File: src/rtl/pss_pkg.sv
package pss_pkg;
   typedef enum logic [2:0] {
      S_IDLE,
      S_SCAN,
      S_SET,
      S_WAIT,
      S_ISO,
      S_RSTLO,
      S_RSTHOLD
   } seq_state_t;

   localparam int SW_BITS = 4;

   // stage 0 drives bit 3, stage 3 drives bit 0
   function automatic logic [1:0] stage_to_bit(input logic [1:0] stg);
      return ~stg;
   endfunction
endpackage

File: src/rtl/pss_cycle_timer.sv
module pss_cycle_timer #(
   parameter int PERIOD = 8,
   localparam int CW = (PERIOD > 1) ? $clog2(PERIOD + 1) : 1
) (
   input  logic clk,
   input  logic rst,
   input  logic clr,
   input  logic en,
   output logic tick_o
);
   logic [CW-1:0] cnt;

   generate
      if (PERIOD < 1) begin : g_bad_period
         $error("pss_cycle_timer: PERIOD must be at least 1");
      end
   endgenerate

   assign tick_o = en && !clr && (cnt == CW'(PERIOD - 1));

   always_ff @(posedge clk) begin
      if (rst || clr) begin
         cnt <= '0;
      end else if (en) begin
         cnt <= tick_o ? '0 : cnt + 1'b1;
      end
   end

   p_cnt_range_r8: assert property (@(posedge clk) disable iff (rst)
      !clr |=> (cnt < CW'(PERIOD)))
      else $error("timer count out of range");
endmodule

File: src/rtl/pss_ack_check.sv
module pss_ack_check #(
   parameter int TIMEOUT_MS = 5,
   localparam int TW = $clog2(TIMEOUT_MS + 1)
) (
   input  logic clk,
   input  logic rst,
   input  logic arm,
   input  logic active,
   input  logic ms_tick,
   input  logic ack,
   output logic pass_o,
   output logic fail_o
);
   logic          due;
   logic [TW-1:0] tries;
   logic          check_now;

   generate
      if (TIMEOUT_MS < 1) begin : g_bad_timeout
         $error("pss_ack_check: TIMEOUT_MS must be at least 1");
      end
   endgenerate

   assign check_now = active && (due || ms_tick);
   assign pass_o    = check_now && ack;
   assign fail_o    = check_now && !ack && (tries == TW'(TIMEOUT_MS - 1));

   always_ff @(posedge clk) begin
      if (rst || arm) begin
         due   <= arm;
         tries <= '0;
      end else if (check_now) begin
         due <= 1'b0;
         if (!ack) tries <= tries + 1'b1;
      end
   end

   p_tries_cap_r5: assert property (@(posedge clk) disable iff (rst)
      active |-> (tries < TW'(TIMEOUT_MS)))
      else $error("stage waited beyond its check budget");

   p_verdict_excl_r5: assert property (@(posedge clk) disable iff (rst)
      !(pass_o && fail_o))
      else $error("pass and fail together");
endmodule

File: src/rtl/pwr_switch_seq.sv
module pwr_switch_seq
   import pss_pkg::*;
#(
   parameter int NUM_CORES  = 4,
   parameter int CYC_PER_US = 100,
   parameter int US_PER_MS  = 1000,
   parameter int TIMEOUT_MS = 5,
   parameter int RST_US     = 1,
   localparam int CIW = (NUM_CORES > 1) ? $clog2(NUM_CORES) : 1
) (
   input  logic                   clk,
   input  logic                   rst,
   input  logic                   start_i,
   input  logic [NUM_CORES-1:0]   en_mask_i,
   input  logic [NUM_CORES*4-1:0] core_ack_i,
   input  logic [NUM_CORES*4-1:0] wrap_ack_i,
   output logic                   ss_rst_n_o,
   output logic [NUM_CORES*4-1:0] core_sw_o,
   output logic [NUM_CORES*4-1:0] wrap_sw_o,
   output logic [NUM_CORES-1:0]   core_iso_o,
   output logic [NUM_CORES-1:0]   mem_iso_o,
   output logic [NUM_CORES-1:0]   soft_rst_n_o,
   output logic                   busy_o,
   output logic                   done_o,
   output logic                   err_o,
   output logic [CIW-1:0]         err_core_o,
   output logic [2:0]             err_stage_o
);
   localparam int IDXW     = $clog2(NUM_CORES + 1);
   localparam int MS_CYC   = CYC_PER_US * US_PER_MS;
   localparam int HOLD_CYC = CYC_PER_US * RST_US;

   generate
      if (NUM_CORES < 1) begin : g_bad_cores
         $error("pwr_switch_seq: NUM_CORES must be at least 1");
      end
      if (CYC_PER_US < 1 || US_PER_MS < 1 || RST_US < 1) begin : g_bad_timing
         $error("pwr_switch_seq: timing parameters must be positive");
      end
   endgenerate

   seq_state_t             st;
   logic [IDXW-1:0]        idx;
   logic [CIW-1:0]         cur;
   logic                   dom;
   logic [1:0]             stg;
   logic [NUM_CORES-1:0]   mask_q;
   logic [3:0]             core_sw [NUM_CORES];
   logic [3:0]             wrap_sw [NUM_CORES];
   logic [NUM_CORES-1:0]   ciso, miso, srst_n;
   logic                   ss_rst_n_q, done_q, err_q;
   logic [CIW-1:0]         err_core_q;
   logic [2:0]             err_stage_q;
   logic [3:0]             ack_vec;
   logic                   ack_bit;
   logic                   ms_tick, hold_tick, stage_pass, stage_fail;

   assign cur     = idx[CIW-1:0];
   assign ack_vec = dom ? wrap_ack_i[int'(cur)*4 +: 4] : core_ack_i[int'(cur)*4 +: 4];
   assign ack_bit = ack_vec[stage_to_bit(stg)];

   pss_cycle_timer #(.PERIOD(MS_CYC)) i_ms_timer (
      .clk(clk), .rst(rst), .clr(st == S_SET), .en(st == S_WAIT), .tick_o(ms_tick)
   );

   pss_cycle_timer #(.PERIOD(HOLD_CYC)) i_hold_timer (
      .clk(clk), .rst(rst), .clr(st == S_RSTLO), .en(st == S_RSTHOLD), .tick_o(hold_tick)
   );

   pss_ack_check #(.TIMEOUT_MS(TIMEOUT_MS)) i_ack_check (
      .clk(clk), .rst(rst), .arm(st == S_SET), .active(st == S_WAIT),
      .ms_tick(ms_tick), .ack(ack_bit), .pass_o(stage_pass), .fail_o(stage_fail)
   );

   always_ff @(posedge clk) begin
      if (rst) begin
         st          <= S_IDLE;
         idx         <= '0;
         dom         <= 1'b0;
         stg         <= '0;
         mask_q      <= '0;
         ciso        <= '1;
         miso        <= '1;
         srst_n      <= '1;
         ss_rst_n_q  <= 1'b0;
         done_q      <= 1'b0;
         err_q       <= 1'b0;
         err_core_q  <= '0;
         err_stage_q <= '0;
         for (int c = 0; c < NUM_CORES; c++) begin
            core_sw[c] <= '0;
            wrap_sw[c] <= '0;
         end
      end else begin
         done_q <= 1'b0;
         unique case (st)
            S_IDLE: begin
               if (start_i) begin
                  mask_q     <= en_mask_i;
                  idx        <= '0;
                  ss_rst_n_q <= 1'b1;
                  err_q      <= 1'b0;
                  st         <= S_SCAN;
               end
            end
            S_SCAN: begin
               if (idx == IDXW'(NUM_CORES)) begin
                  done_q <= 1'b1;
                  st     <= S_IDLE;
               end else if (mask_q[cur]) begin
                  dom <= 1'b0;
                  stg <= '0;
                  st  <= S_SET;
               end else begin
                  idx <= idx + 1'b1;
               end
            end
            S_SET: begin
               if (dom) wrap_sw[cur][stage_to_bit(stg)] <= 1'b1;
               else     core_sw[cur][stage_to_bit(stg)] <= 1'b1;
               st <= S_WAIT;
            end
            S_WAIT: begin
               if (stage_fail) begin
                  err_q       <= 1'b1;
                  err_core_q  <= cur;
                  err_stage_q <= {dom, stg};
                  st          <= S_IDLE;
               end else if (stage_pass) begin
                  if (stg != 2'd3) begin
                     stg <= stg + 1'b1;
                     st  <= S_SET;
                  end else if (!dom) begin
                     dom <= 1'b1;
                     stg <= '0;
                     st  <= S_SET;
                  end else begin
                     st <= S_ISO;
                  end
               end
            end
            S_ISO: begin
               ciso[cur] <= 1'b0;
               miso[cur] <= 1'b0;
               st        <= S_RSTLO;
            end
            S_RSTLO: begin
               srst_n[cur] <= 1'b0;
               st          <= S_RSTHOLD;
            end
            S_RSTHOLD: begin
               if (hold_tick) begin
                  srst_n[cur] <= 1'b1;
                  idx         <= idx + 1'b1;
                  st          <= S_SCAN;
               end
            end
            default: st <= S_IDLE;
         endcase
      end
   end

   assign ss_rst_n_o   = ss_rst_n_q;
   assign core_iso_o   = ciso;
   assign mem_iso_o    = miso;
   assign soft_rst_n_o = srst_n;
   assign busy_o       = (st != S_IDLE);
   assign done_o       = done_q;
   assign err_o        = err_q;
   assign err_core_o   = err_core_q;
   assign err_stage_o  = err_stage_q;

   generate
      for (genvar c = 0; c < NUM_CORES; c++) begin : g_core
         assign core_sw_o[c*4 +: 4] = core_sw[c];
         assign wrap_sw_o[c*4 +: 4] = wrap_sw[c];

         p_core_grow_r3: assert property (@(posedge clk) disable iff (rst)
            (core_sw[c] != $past(core_sw[c])) |->
               (core_sw[c] == ($past(core_sw[c]) | ($past(core_sw[c]) >> 1) | 4'b1000)))
            else $error("core-memory enables left the stage order");

         p_wrap_grow_r3: assert property (@(posedge clk) disable iff (rst)
            (wrap_sw[c] != $past(wrap_sw[c])) |->
               (wrap_sw[c] == ($past(wrap_sw[c]) | ($past(wrap_sw[c]) >> 1) | 4'b1000)))
            else $error("wrapper-memory enables left the stage order");

         for (genvar b = 0; b < 3; b++) begin : g_bit
            p_core_adv_ack_r4: assert property (@(posedge clk) disable iff (rst)
               $rose(core_sw_o[c*4+b]) |-> $past(core_ack_i[c*4+b+1], 2))
               else $error("core stage advanced without its status bit");
            p_wrap_adv_ack_r4: assert property (@(posedge clk) disable iff (rst)
               $rose(wrap_sw_o[c*4+b]) |-> $past(wrap_ack_i[c*4+b+1], 2))
               else $error("wrapper stage advanced without its status bit");
         end

         p_wrap_after_core_r6: assert property (@(posedge clk) disable iff (rst)
            (|wrap_sw_o[c*4 +: 4]) |-> (core_sw_o[c*4 +: 4] == 4'hF))
            else $error("wrapper domain started before core domain finished");

         p_iso_needs_pwr_r7: assert property (@(posedge clk) disable iff (rst)
            (!core_iso_o[c] || !mem_iso_o[c]) |->
               (core_sw_o[c*4 +: 4] == 4'hF && wrap_sw_o[c*4 +: 4] == 4'hF))
            else $error("isolation released on an unpowered core");

         p_rst_after_iso_r8: assert property (@(posedge clk) disable iff (rst)
            !soft_rst_n_o[c] |-> (!core_iso_o[c] && !mem_iso_o[c]))
            else $error("soft reset pulsed while isolated");
      end
   endgenerate

   p_ss_first_r2: assert property (@(posedge clk) disable iff (rst)
      ((|core_sw_o) || (|wrap_sw_o)) |-> ss_rst_n_o)
      else $error("switch enabled with subsystem still in reset");

   p_done_pulse_r10: assert property (@(posedge clk) disable iff (rst)
      done_o |=> !done_o)
      else $error("done held longer than one cycle");

   p_err_no_done_r5: assert property (@(posedge clk) disable iff (rst)
      err_o |-> !done_o)
      else $error("done pulsed on an aborted run");

   p_busy_ignore_r11: assert property (@(posedge clk) disable iff (rst)
      (busy_o && start_i) |=> $stable(mask_q))
      else $error("start accepted while busy");
endmodule

File: config.mk
export PLATFORM = sky130hd
export DESIGN_NAME = pwr_switch_seq
export DESIGN_NICKNAME = d
export VERILOG_FILES = /design/src/rtl/pss_pkg.sv /design/src/rtl/pss_cycle_timer.sv /design/src/rtl/pss_ack_check.sv /design/src/rtl/pwr_switch_seq.sv
export SDC_FILE = /design/constraint.sdc
export NUM_CORES = 1
export LEC_CHECK = 0
export BUFFER_PORTS_ARGS = -buffer_cell sky130_fd_sc_hd__buf_2
export CORE_ASPECT_RATIO = 0.75
export CORE_UTILIZATION = 30
export CTS_CLUSTER_SIZE = 40
export DETAILED_ROUTE_END_ITERATION = 10
export RECOVER_POWER = 100
export SLEW_MARGIN = 20
export SYNTH_ARGS = -nofsm -noshare
export SYNTH_HDL_FRONTEND = slang
export SYNTH_SLANG_ARGS = --single-unit
File: constraint.sdc
create_clock -name clk -period 2.1 [get_ports clk]
set_input_delay 0.42 -clock clk [delete_from_list [all_inputs] [get_ports clk]]
set_output_delay 0.42 -clock clk [all_outputs]
set_load 0.1 [all_outputs]
==> impl_results.md, run 1 <==
- Full die area: 15500 um2
- Ports: 92
- Relative slew slack: 40.7%
- Grt met3 use: 3.45%
- Minimum clock period: 2.09 ns
- Tot GR Track Use: 15.0%
- RSZ-0062 raised after global routing: true
- Number of flops mapped to enable cells by yosys: 33
- Worst hold margin: 0.318 ns
- Worst-margin pin slew: 0.876 ns
- Remaining DRCs: 0
- Number of fill cells: 1440
- Crit share post-route: 99.6%
- Initial antenna violation count: 0
- Area leader, netlist: dfxtp_1
- CTS root buf: clkbuf_16
- GR Util met1: 19.4%
- Synth area leaders: dfxtp_1 (27%), edfxtp_1 (22%), nor2_1 (6.7%)
- Worst Setup Start Kind: register
- Syn_area_per_cell: 9.44 um2
- Synth Register Bits: 93
- Number of max-cap violations: 0
- FP Rows: 38
- Synth top area share: 26.7%
- Synth unique cells: 57
- Post-DRT Antenna Nets: 0
- Nets: 663
- Arr. time, crit path: 2.13 ns
- CP Capture Type: register
- Largest net degree at the start of global routing: 38
- Die Wd: 143 um
- Count leader, synth: nor2_1
- Diode count: 0
- CTS tree: built
- Hold Vio Cnt, Final: 0
- Bufs on Longest Clock Path: 2
- GR Util met2: 24.1%
- Required @ worst endpoint: 2.14 ns
- Clock-pin slew on the worst setup and hold paths: 0.07 ns
- Reg-to-reg startpoint: st[1]$_SDFFE_PP0P_
- Final Max Slew Viols: 0
- Gate Count Post-Synth: 476
- Sequential fraction of the synthesis area: 48.8%
- Avg Vias per Cell: 4.80
- Setup TNS: 0 ns
- I/O Buffers: 91
- 1st-iter DRT viols: 208
- Crit path from: st[1]$_SDFFE_PP0P_
- Synth warn: 0
- Tot Pwr: 0.00534 W
- Placed cell area: 5500 um2
- Most used DFF post-synth: dfxtp_1
- Syn Nets: 527
- Number of global-route vias before repair: 3678
- Fin area: 5840 um2
- Peak VDD IR: 0.476 mV
- Fraction of final layout cells sized beyond drive strength 1: 30.3%
- Global-route wire length before repair: 18000 um
- Synthesized area: 4490 um2
- Crit Path Class: register to register
- Vert. Die Dim: 108 um
- Worst clock skew: 0.00537 ns
- Clock sinks: 93
- Status: finished clean
- Gpl congestion: 0.820
- Pwr dens: 915 nW/um2
- Hold path start: en_mask_i[3]
- Routed len/inst: 13.8 um
- Post-synth ARST share: 0%
- Final design utilization: 40.1%
- Final setup vio count: 0
- Core area: 14500 um2
- Clock latency on the worst-skew pair: 0.34 ns
- Vias: 3923
- Synth-to-layout area growth: 30.0%
- Lkg Pwr: 2.39 nW
- Peak Freq: 478 MHz
- Total CTS buffers: 9
- # H-tree levels: 3
- Max FO, Critical Path: 7
- Gr busiest metal: met2
- Synth top cells by count: nor2_1 (80), dfxtp_1 (60), nand2_1 (59), o21ai_0 (36), edfxtp_1 (33)
- 1st-pass router iterations: 4
- Post-DP HPWL: 8690 um
- Initial Utilization: 30.9%
- Hold Crit Class: input port to register
- Total gr overflow: 0
- Total wire length: 11300 um
## worst max-delay path, cell delays in order, from the launching register on
cell and delay [ns]:
dfxtp_1 0.38, inv_2 0.05, or3_1 0.44, inv_1 0.14
and3_1 0.18, clkbuf_1 0.17, a21oi_1 0.20, o21ai_0 0.24
## final cells by class
cell class / instances / area [um2] / area share, %
Inverter: 12 / 45.0 / 0.771
Clock inverter: 6 / 63.8 / 1.09
Clock buffer: 10 / 229 / 3.92
Multi-Input combinational cell: 350 / 2190 / 37.5
Sequential cell: 93 / 2200 / 37.6
Timing Repair Buffer: 146 / 862 / 14.8
Tap cell: 200 / 250 / 4.29
## worst paths after layout
kind	to	slack, ns	depth (start not counted)
max reg2reg	wrap_sw[0][2]$_SDFFCE_PN0P_	0.008	7
min	mask_q[3]$_SDFFE_PP0P_	0.32	3
max	wrap_sw[0][2]$_SDFFCE_PN0P_	0.008	7
min reg2reg	mem_iso_o[0]$_SDFFE_PP1P_	0.44	2
## metal layers
layer	wire [um]	vias up
met5	0	-
met4	287	0
met3	585	22
met2	5050	119
met1	5370	1811
li1	-	1971
## per-stage QoR
stage | worst slack (ns) | cells
2_1_floorplan | -0.0673 | 476
3_3_place_gp | -0.0490 | 798
3_5_place_dp | -0.0839 | 798
4_1_cts | -0.0152 | 816
5_1_grt | -0.125 | 817
6_report | 0.00758 | 817
## state kept, by name, summed over array words and instances, names as in the netlist, 2 cells and up, named ones only
name               count
mask_q                 4
err_stage_o            3
i_hold_timer.cnt       7
core_iso_o             4
stg                    2
core_sw               16
st                     3
wrap_sw               16
idx                    3
mem_iso_o              4
err_core_o             2
i_ack_check.tries      3
i_ms_timer.cnt        17
## placed cells by master (no fill, tap or decap), types with 16 or more instances in the layout
master / count
buf_4: 42
a21oi_1: 30
nand3_1: 16
nor2_1: 78
clkbuf_2: 52
o21ai_0: 27
buf_2: 39
nand2_1: 58
dfxtp_1: 57
edfxtp_1: 33
## cell families (layout without fill, tap and decap cells)
logic type,count (synthesis),count (layout),synth area share (%)
xor gates and xnor gates,19,19,3.70
buffers and inverters,33,174,3.34
and+or+nand+nor,204,204,21.2
DFF,93,93,48.8
muxes,17,17,6.38
AOI/OAI and AO/OA,98,98,13.2
adders and majority gates,12,12,3.34
## report_power, final
group | leakage [nW] | switching, W | internal, W
Combinational | 1.42 | 0.00117 | 0.000540
Clock | 0.142 | 0.000673 | 0.000921
Sequential | 0.828 | 0.0000547 | 0.00198
Total | 2.39 | 0.00190 | 0.00344
## repair_timing
| item | 4_1_cts | 5_1_grt |
|---|---|---|
| endpoints found under the setup margin | 33 | 50 |
| pin swaps | 11 | 3 |
| gates cloned | 0 | 0 |
| resized for setup | 17 | 16 |
| hold buffers | 0 | 0 |
| buffers inserted | 2 | 1 |
No activity file was read; power rests on OpenSTA's default activity.
==> run 2, diff against run 1 <==
--- a/config.mk
+++ b/config.mk
@@ -5,6 +5,7 @@
 export SDC_FILE = /design/constraint.sdc
 export NUM_CORES = 1
 export LEC_CHECK = 0
+export ABC_AREA = 1
 export BUFFER_PORTS_ARGS = -buffer_cell sky130_fd_sc_hd__buf_2
 export CORE_ASPECT_RATIO = 0.75
 export CORE_UTILIZATION = 30
==> run 2 against run 1 <==
Net effect:
- synthesized cell count grew 26%
- register-to-register slack gained 0.08 ns
- global-route usage shrank 0.24 points
- hold slack gained 0.030 ns
- critical endpoint is now wrap_sw[2][1]$_SDFFCE_PN0P_
- largest cell class is now multi-input gates
==> impl_results.md, run 2 <==
- CTS root buf: clkbuf_16
- I/O Buffers: 91
- Worst-margin pin slew: 0.604 ns
- Hold Vio Cnt, Final: 0
- Number of max-cap violations: 0
- Arr. time, crit path: 2.06 ns
- Crit Path Class: register to register
- Gr busiest metal: met2
- Bufs on Longest Clock Path: 2
- Tot GR Track Use: 14.8%
- Largest registers: i_ms_timer.cnt x17, core_sw x16, wrap_sw x16
- FP Rows: 39
- Synth warn: 0
- Initial Utilization: 30.7%
- # H-tree levels: 3
- Max FO, Critical Path: 8
- Full die area: 16100 um2
- CTS tree: built
- Synth top cells by count: nand2_1 (110), nor2_1 (75), inv_1 (74), dfxtp_1 (60), nand3_1 (56)
- Number of global-route vias before repair: 3780
- Minimum clock period: 2.01 ns
- Top reg by flops: i_ms_timer.cnt
- Most frequent cells in the layout: nand2_1 (110), buf_2 (90), inv_1 (72), nor2_1 (65), dfxtp_1 (59)
- Status: finished clean
- Routed len/inst: 12.3 um
- Synth top area share: 25.6%
- Post-DP HPWL: 8530 um
- Post-synth ARST share: 0%
- Multi-input logic area: 2220 um2
- Synth-to-layout area growth: 28.7%
- Commonest non-fill, non-tap cell in the layout: nand2_1
- Final setup vio count: 0
- Area leader, netlist: dfxtp_1
- Peak Freq: 498 MHz
- CP Capture Type: register
- Number of fill cells: 1564
- Synth unique cells: 41
- Initial antenna violation count: 0
- Clock sinks: 93
- Clock latency on the worst-skew pair: 0.35 ns
- Peak VDD IR: 0.441 mV
- Sequential fraction of the synthesis area: 46.7%
- Synthesized area: 4690 um2
- Total CTS buffers: 9
- Core area: 15300 um2
- Final design utilization: 39.5%
- 1st-pass router iterations: 5
- 1st-iter DRT viols: 235
- Vert. Die Dim: 110 um
- Count leader, synth: nand2_1
- Setup TNS: 0 ns
- Crit share post-route: 95.6%
- Synth area leaders: dfxtp_1 (26%), edfxtp_1 (21%), nand2_1 (8.8%)
- Largest net degree at the start of global routing: 44
- Hold Crit Class: input port to register
- Relative slew slack: 59.3%
- Post-DRT Antenna Nets: 0
- Total wire length: 11500 um
- Most used DFF post-synth: dfxtp_1
- Syn Nets: 651
- Worst hold margin: 0.348 ns
- Avg Vias per Cell: 4.58
- Pwr dens: 853 nW/um2
- Synth Register Bits: 93
- Worst Setup Start Kind: register
- Dpl cells: 906
- GR Util met2: 22.0%
- Diode count: 0
- Ports: 92
- Worst clock skew: 0.0113 ns
- # hold bufs at CTS: 0
- Vias: 4265
- Total gr overflow: 0
- RSZ-0062 raised after global routing: true
- Remaining DRCs: 0
- Syn_area_per_cell: 7.82 um2
- Grt met3 use: 3.91%
- Number of flops mapped to enable cells by yosys: 33
- Max reg flops: 17
- Final Max Slew Viols: 0
- Required @ worst endpoint: 2.15 ns
- Clock-pin slew on the worst setup and hold paths: 0.07 ns
- Fraction of final layout cells sized beyond drive strength 1: 27.1%
- Sequential cell area: 2200 um2
- GR Util met1: 20.9%
- Nets: 772
- Gpl congestion: 0.804
- Global-route wire length before repair: 18700 um
- Finished Layout Cells: 931
- Gate Count Post-Synth: 600
- Die Wd: 146 um
- Lkg Pwr: 2.54 nW
## run 2: cell count changes in the layout (fill, tap and decap cells not counted), moves of 9 or more
cell,change
nor2_1,-13
clkbuf_2,-52
inv_1,+61
nand3_1,+37
o21ai_0,+12
nand2_1,+52
mux4_2,-9
buf_2,+51
## run 2: worst paths after layout
check        slack [ns]                           to                       from  cells after the start
max                0.09  wrap_sw[2][1]$_SDFFCE_PN0P_         st[0]$_SDFFE_PP0P_                     13
min                0.35       mask_q[3]$_SDFFE_PP0P_               en_mask_i[3]                      3
max reg2reg        0.09  wrap_sw[2][1]$_SDFFCE_PN0P_         st[0]$_SDFFE_PP0P_                     13
min reg2reg        0.45    mem_iso_o[1]$_SDFFE_PP1P_  mem_iso_o[1]$_SDFFE_PP1P_                      2
## run 2: through the flow
stage                     total power, W  instance area, um2  setup WS (ns)
final                            0.00515                6040         0.0922
after global routing             0.00541                6040        -0.0276
after global placement           0.00333                5510         0.0249
after floorplan                  0.00299                4690          0.195
after CTS                        0.00513                5830        0.00399
after detailed placement         0.00333                5510         0.0488
## run 2: routing by layer
metal,vias to the layer above,routed length [um],part of all wire (%)
li1,2238,-,-
met1,1930,5980,52
met2,90,4890,43
met3,7,539,4.7
met4,0,75,0.65
met5,-,0,0
## run 2: kinds of logic after synthesis
logic type               share of synthesized area, %
buffers and inverters                            8.29
adder cells (fa/ha/maj)                          3.20
flip-flops                                       46.7
AND/OR/NAND/NOR                                  28.4
XOR/XNOR                                        0.747
AO/OA/AOI/OAI                                    12.7
## run 2: area by class of cell
type | instances | area share (%)
clock buffer | 10 | 3.79
clock inverter | 6 | 1.58
inverter | 81 | 5.24
multi-input combinational | 411 | 36.7
sequential | 93 | 36.4
tap | 205 | 4.25
timing repair buffer | 125 | 12.0
## run 2: critical path, cell delays in order, from the launching register on
cell     delay, ns
dfxtp_4       0.37
inv_4         0.08
nand2_4       0.06
nor2_4        0.09
inv_2         0.06
nor2_4        0.12
nand2_4       0.10
nor2_4        0.14
inv_4         0.06
nand4_4       0.10
inv_4         0.05
nor2_4        0.19
nand2_4       0.13
o21ai_2       0.16
## run 2: where the power goes
part	internal (W)	switching (W)
clock	0.00106	0.000719
combinational	0.000370	0.000998
sequential	0.00195	0.0000494
## run 2: what timing repair did
action                     4_1_cts  5_1_grt
setup buffers                    0        9
setup endpoints to repair        1       41
gates cloned                     0        0
resized for setup                1       45
pin swaps                        0        5
==> run 3, diff against run 2 <==
--- a/config.mk
+++ b/config.mk
@@ -8,7 +8,7 @@
 export ABC_AREA = 1
 export BUFFER_PORTS_ARGS = -buffer_cell sky130_fd_sc_hd__buf_2
 export CORE_ASPECT_RATIO = 0.75
-export CORE_UTILIZATION = 30
+export CORE_UTILIZATION = 25
 export CTS_CLUSTER_SIZE = 40
 export DETAILED_ROUTE_END_ITERATION = 10
 export RECOVER_POWER = 100
==> run 3 against run 2 <==
Net effect:
- die area rose by 20%
- clock skew fell by 0.0023 ns
- clock power fell by 16%
- first-iteration DRC count rose by 13%
- total power fell by 6.9%
- non-clock buffer count fell by 13
- flip-flop and latch count did not move
- critical path type is now register to primary output
- critical endpoint is now busy_o
- largest cell class is now sequential cells
==> impl_results.md, run 3 (synthesized netlist as in run 2, its figures left out) <==
- CTS tree: built
- Internal power: 0.00309 W
- 1st-iter DRT viols: 266
- Net Sw Frac: 35.5%
- Number of max-cap violations: 0
- Total wire length: 11900 um
- Lkg Pwr: 2.42 nW
- CP Capture Type: primary output
- PostCTS Resize Cnt: 1
- Initial Utilization: 26.0%
- Fraction of final layout cells sized beyond drive strength 1: 23.1%
- CP endpoint: busy_o
- Total gr overflow: 0
- Remaining DRCs: 0
- Largest registers: i_ms_timer.cnt x17, core_sw x16, wrap_sw x16
- Clock sinks: 93
- Nets: 759
- Peak VDD IR: 0.418 mV
- Reg-to-reg startpoint: st[0]$_SDFFE_PP0P_
- Ports: 92
- Worst-margin pin slew: 0.662 ns
- Final setup vio count: 0
- Hold path start: en_mask_i[1]
- Worst clock skew: 0.00900 ns
- Vert. Die Dim: 121 um
- Crit Path Class: register to primary output
- Dpl cells: 939
- Peak Freq: 494 MHz
- Most frequent cells in the layout: nand2_1 (110), inv_1 (75), nor2_1 (68), dfxtp_1 (59), nand3_1 (55)
- Sequential power share: 41.6%
- Bufs on Longest Clock Path: 2
- Number of global-route vias before repair: 3973
- Clock latency on the worst-skew pair: 0.34 ns
- Largest net degree at the start of global routing: 44
- Arr. time, crit path: 1.60 ns
- Hold Crit Class: input port to register
- Max FO, Critical Path: 4
- Crit path from: st[1]$_SDFFE_PP0P_
- # hold bufs at CTS: 0
- Die Wd: 160 um
- Finished Layout Cells: 955
- Postcts setup bufs: 0
- Initial antenna violation count: 0
- Diode count: 0
- Core area: 18000 um2
- Tot GR Track Use: 12.8%
- Synth-to-layout area growth: 24.2%
- Multi-input logic area: 2150 um2
- Slowest library cell on the worst path: dfxtp_1
- Reg-to-Reg End: wrap_sw[0][1]$_SDFFCE_PN0P_
- RSZ-0062 raised after global routing: true
- Routed len/inst: 12.5 um
- I/O Buffers: 91
- Max incr delay on CP: 0.32 ns
- FP Rows: 42
- Pwr dens: 822 nW/um2
- Total CTS buffers: 9
- Top reg by flops: i_ms_timer.cnt
- Minimum clock period: 2.02 ns
- Crit path cell chain: buf_4 -> nor2_1 -> inv_1 -> nor2_1 -> inv_1 -> buf_4
- Post-DRT Antenna Nets: 0
- Status: finished clean
- Final design utilization: 32.3%
- Worst Setup Start Kind: register
- R2R depth: 13
- Vias: 4218
- Clock network fraction of total power: 31.0%
- Commonest non-fill, non-tap cell in the layout: nand2_1
- Relative slew slack: 55.4%
- Full die area: 19300 um2
- Avg Vias per Cell: 4.42
- Max reg flops: 17
- 1st-pass router iterations: 5
- Hold Vio Cnt, Final: 0
- Sw Pwr: 0.00170 W
- CTS root buf: clkbuf_16
- Setup slack, reg-to-reg: 0.14 ns
- Crit share post-route: 96.4%
- Clock-pin slew on the worst setup and hold paths: 0.06 ns
- Post-DP HPWL: 9080 um
- Global-route wire length before repair: 19600 um
- Required @ worst endpoint: 1.68 ns
- Number of fill cells: 1919
- Sequential cell area: 2190 um2
- Final Max Slew Viols: 0
- Gpl congestion: 0.808
- # H-tree levels: 3
- Logic gate share of total power: 27.3%
[run 3: area by class of cell]
| type | instances | area share (%) |
|---|---|---|
| well taps | 242 | 5.20 |
| clock buffers | 12 | 4.06 |
| inverters | 81 | 5.26 |
| clock inverters | 4 | 0.429 |
| flip-flops and latches | 93 | 37.6 |
| repair buffers | 112 | 10.5 |
| multi-input cells | 411 | 36.9 |
[run 3: worst min path at each step]
stage / end / slack, ns / cells past startpoint
after CTS: mask_q[1]$_SDFFE_PP0P_ / 0.35 / 3
after floorplan: mask_q[0]$_SDFFE_PP0P_ / 0.42 / 2
final: mask_q[1]$_SDFFE_PP0P_ / 0.37 / 3
after global routing: mask_q[3]$_SDFFE_PP0P_ / 0.36 / 3
after detailed placement: ss_rst_n_o$_SDFFE_PP0P_ / 0.44 / 2
after global placement: err_o$_SDFFE_PP0P_ / 0.44 / 2
[run 3: worst max-delay path: cells and delay by family (launching register included)]
kind                   cells  cell delay (ns)
buffers and inverters      4             0.59
AND/OR/NAND/NOR            2             0.36
flip-flops                 1             0.32
[run 3: power by group through the flow]
stage	combinational, W	clock, W	sequential, W
4_1_cts	0.00131	0.00154	0.00199
5_1_grt	0.00145	0.00160	0.00200
3_3_place_gp	0.00130	0	0.00203
6_report	0.00131	0.00149	0.00199
3_5_place_dp	0.00130	0	0.00203
2_1_floorplan	0.000661	0	0.00233
[run 3: through the flow]
stage          TNS, ns  power, W  hold WS [ns]  setup WS [ns]  instance area, um2
3_5_place_dp         0   0.00333         0.443          0.112                5520
6_report             0   0.00479         0.365         0.0764                5830
3_3_place_gp         0   0.00333         0.440          0.131                5520
5_1_grt         -0.447   0.00505         0.364        -0.0525                5830
2_1_floorplan        0   0.00299         0.425          0.195                4690
4_1_cts              0   0.00484         0.347         0.0563                5790
[run 3: metal layers]
metal	share of wire, %	global-route usage (%)
met5	0	0
met4	0.67	3.45
met3	4.7	3.05
met2	40	18.7
met1	54	18.5
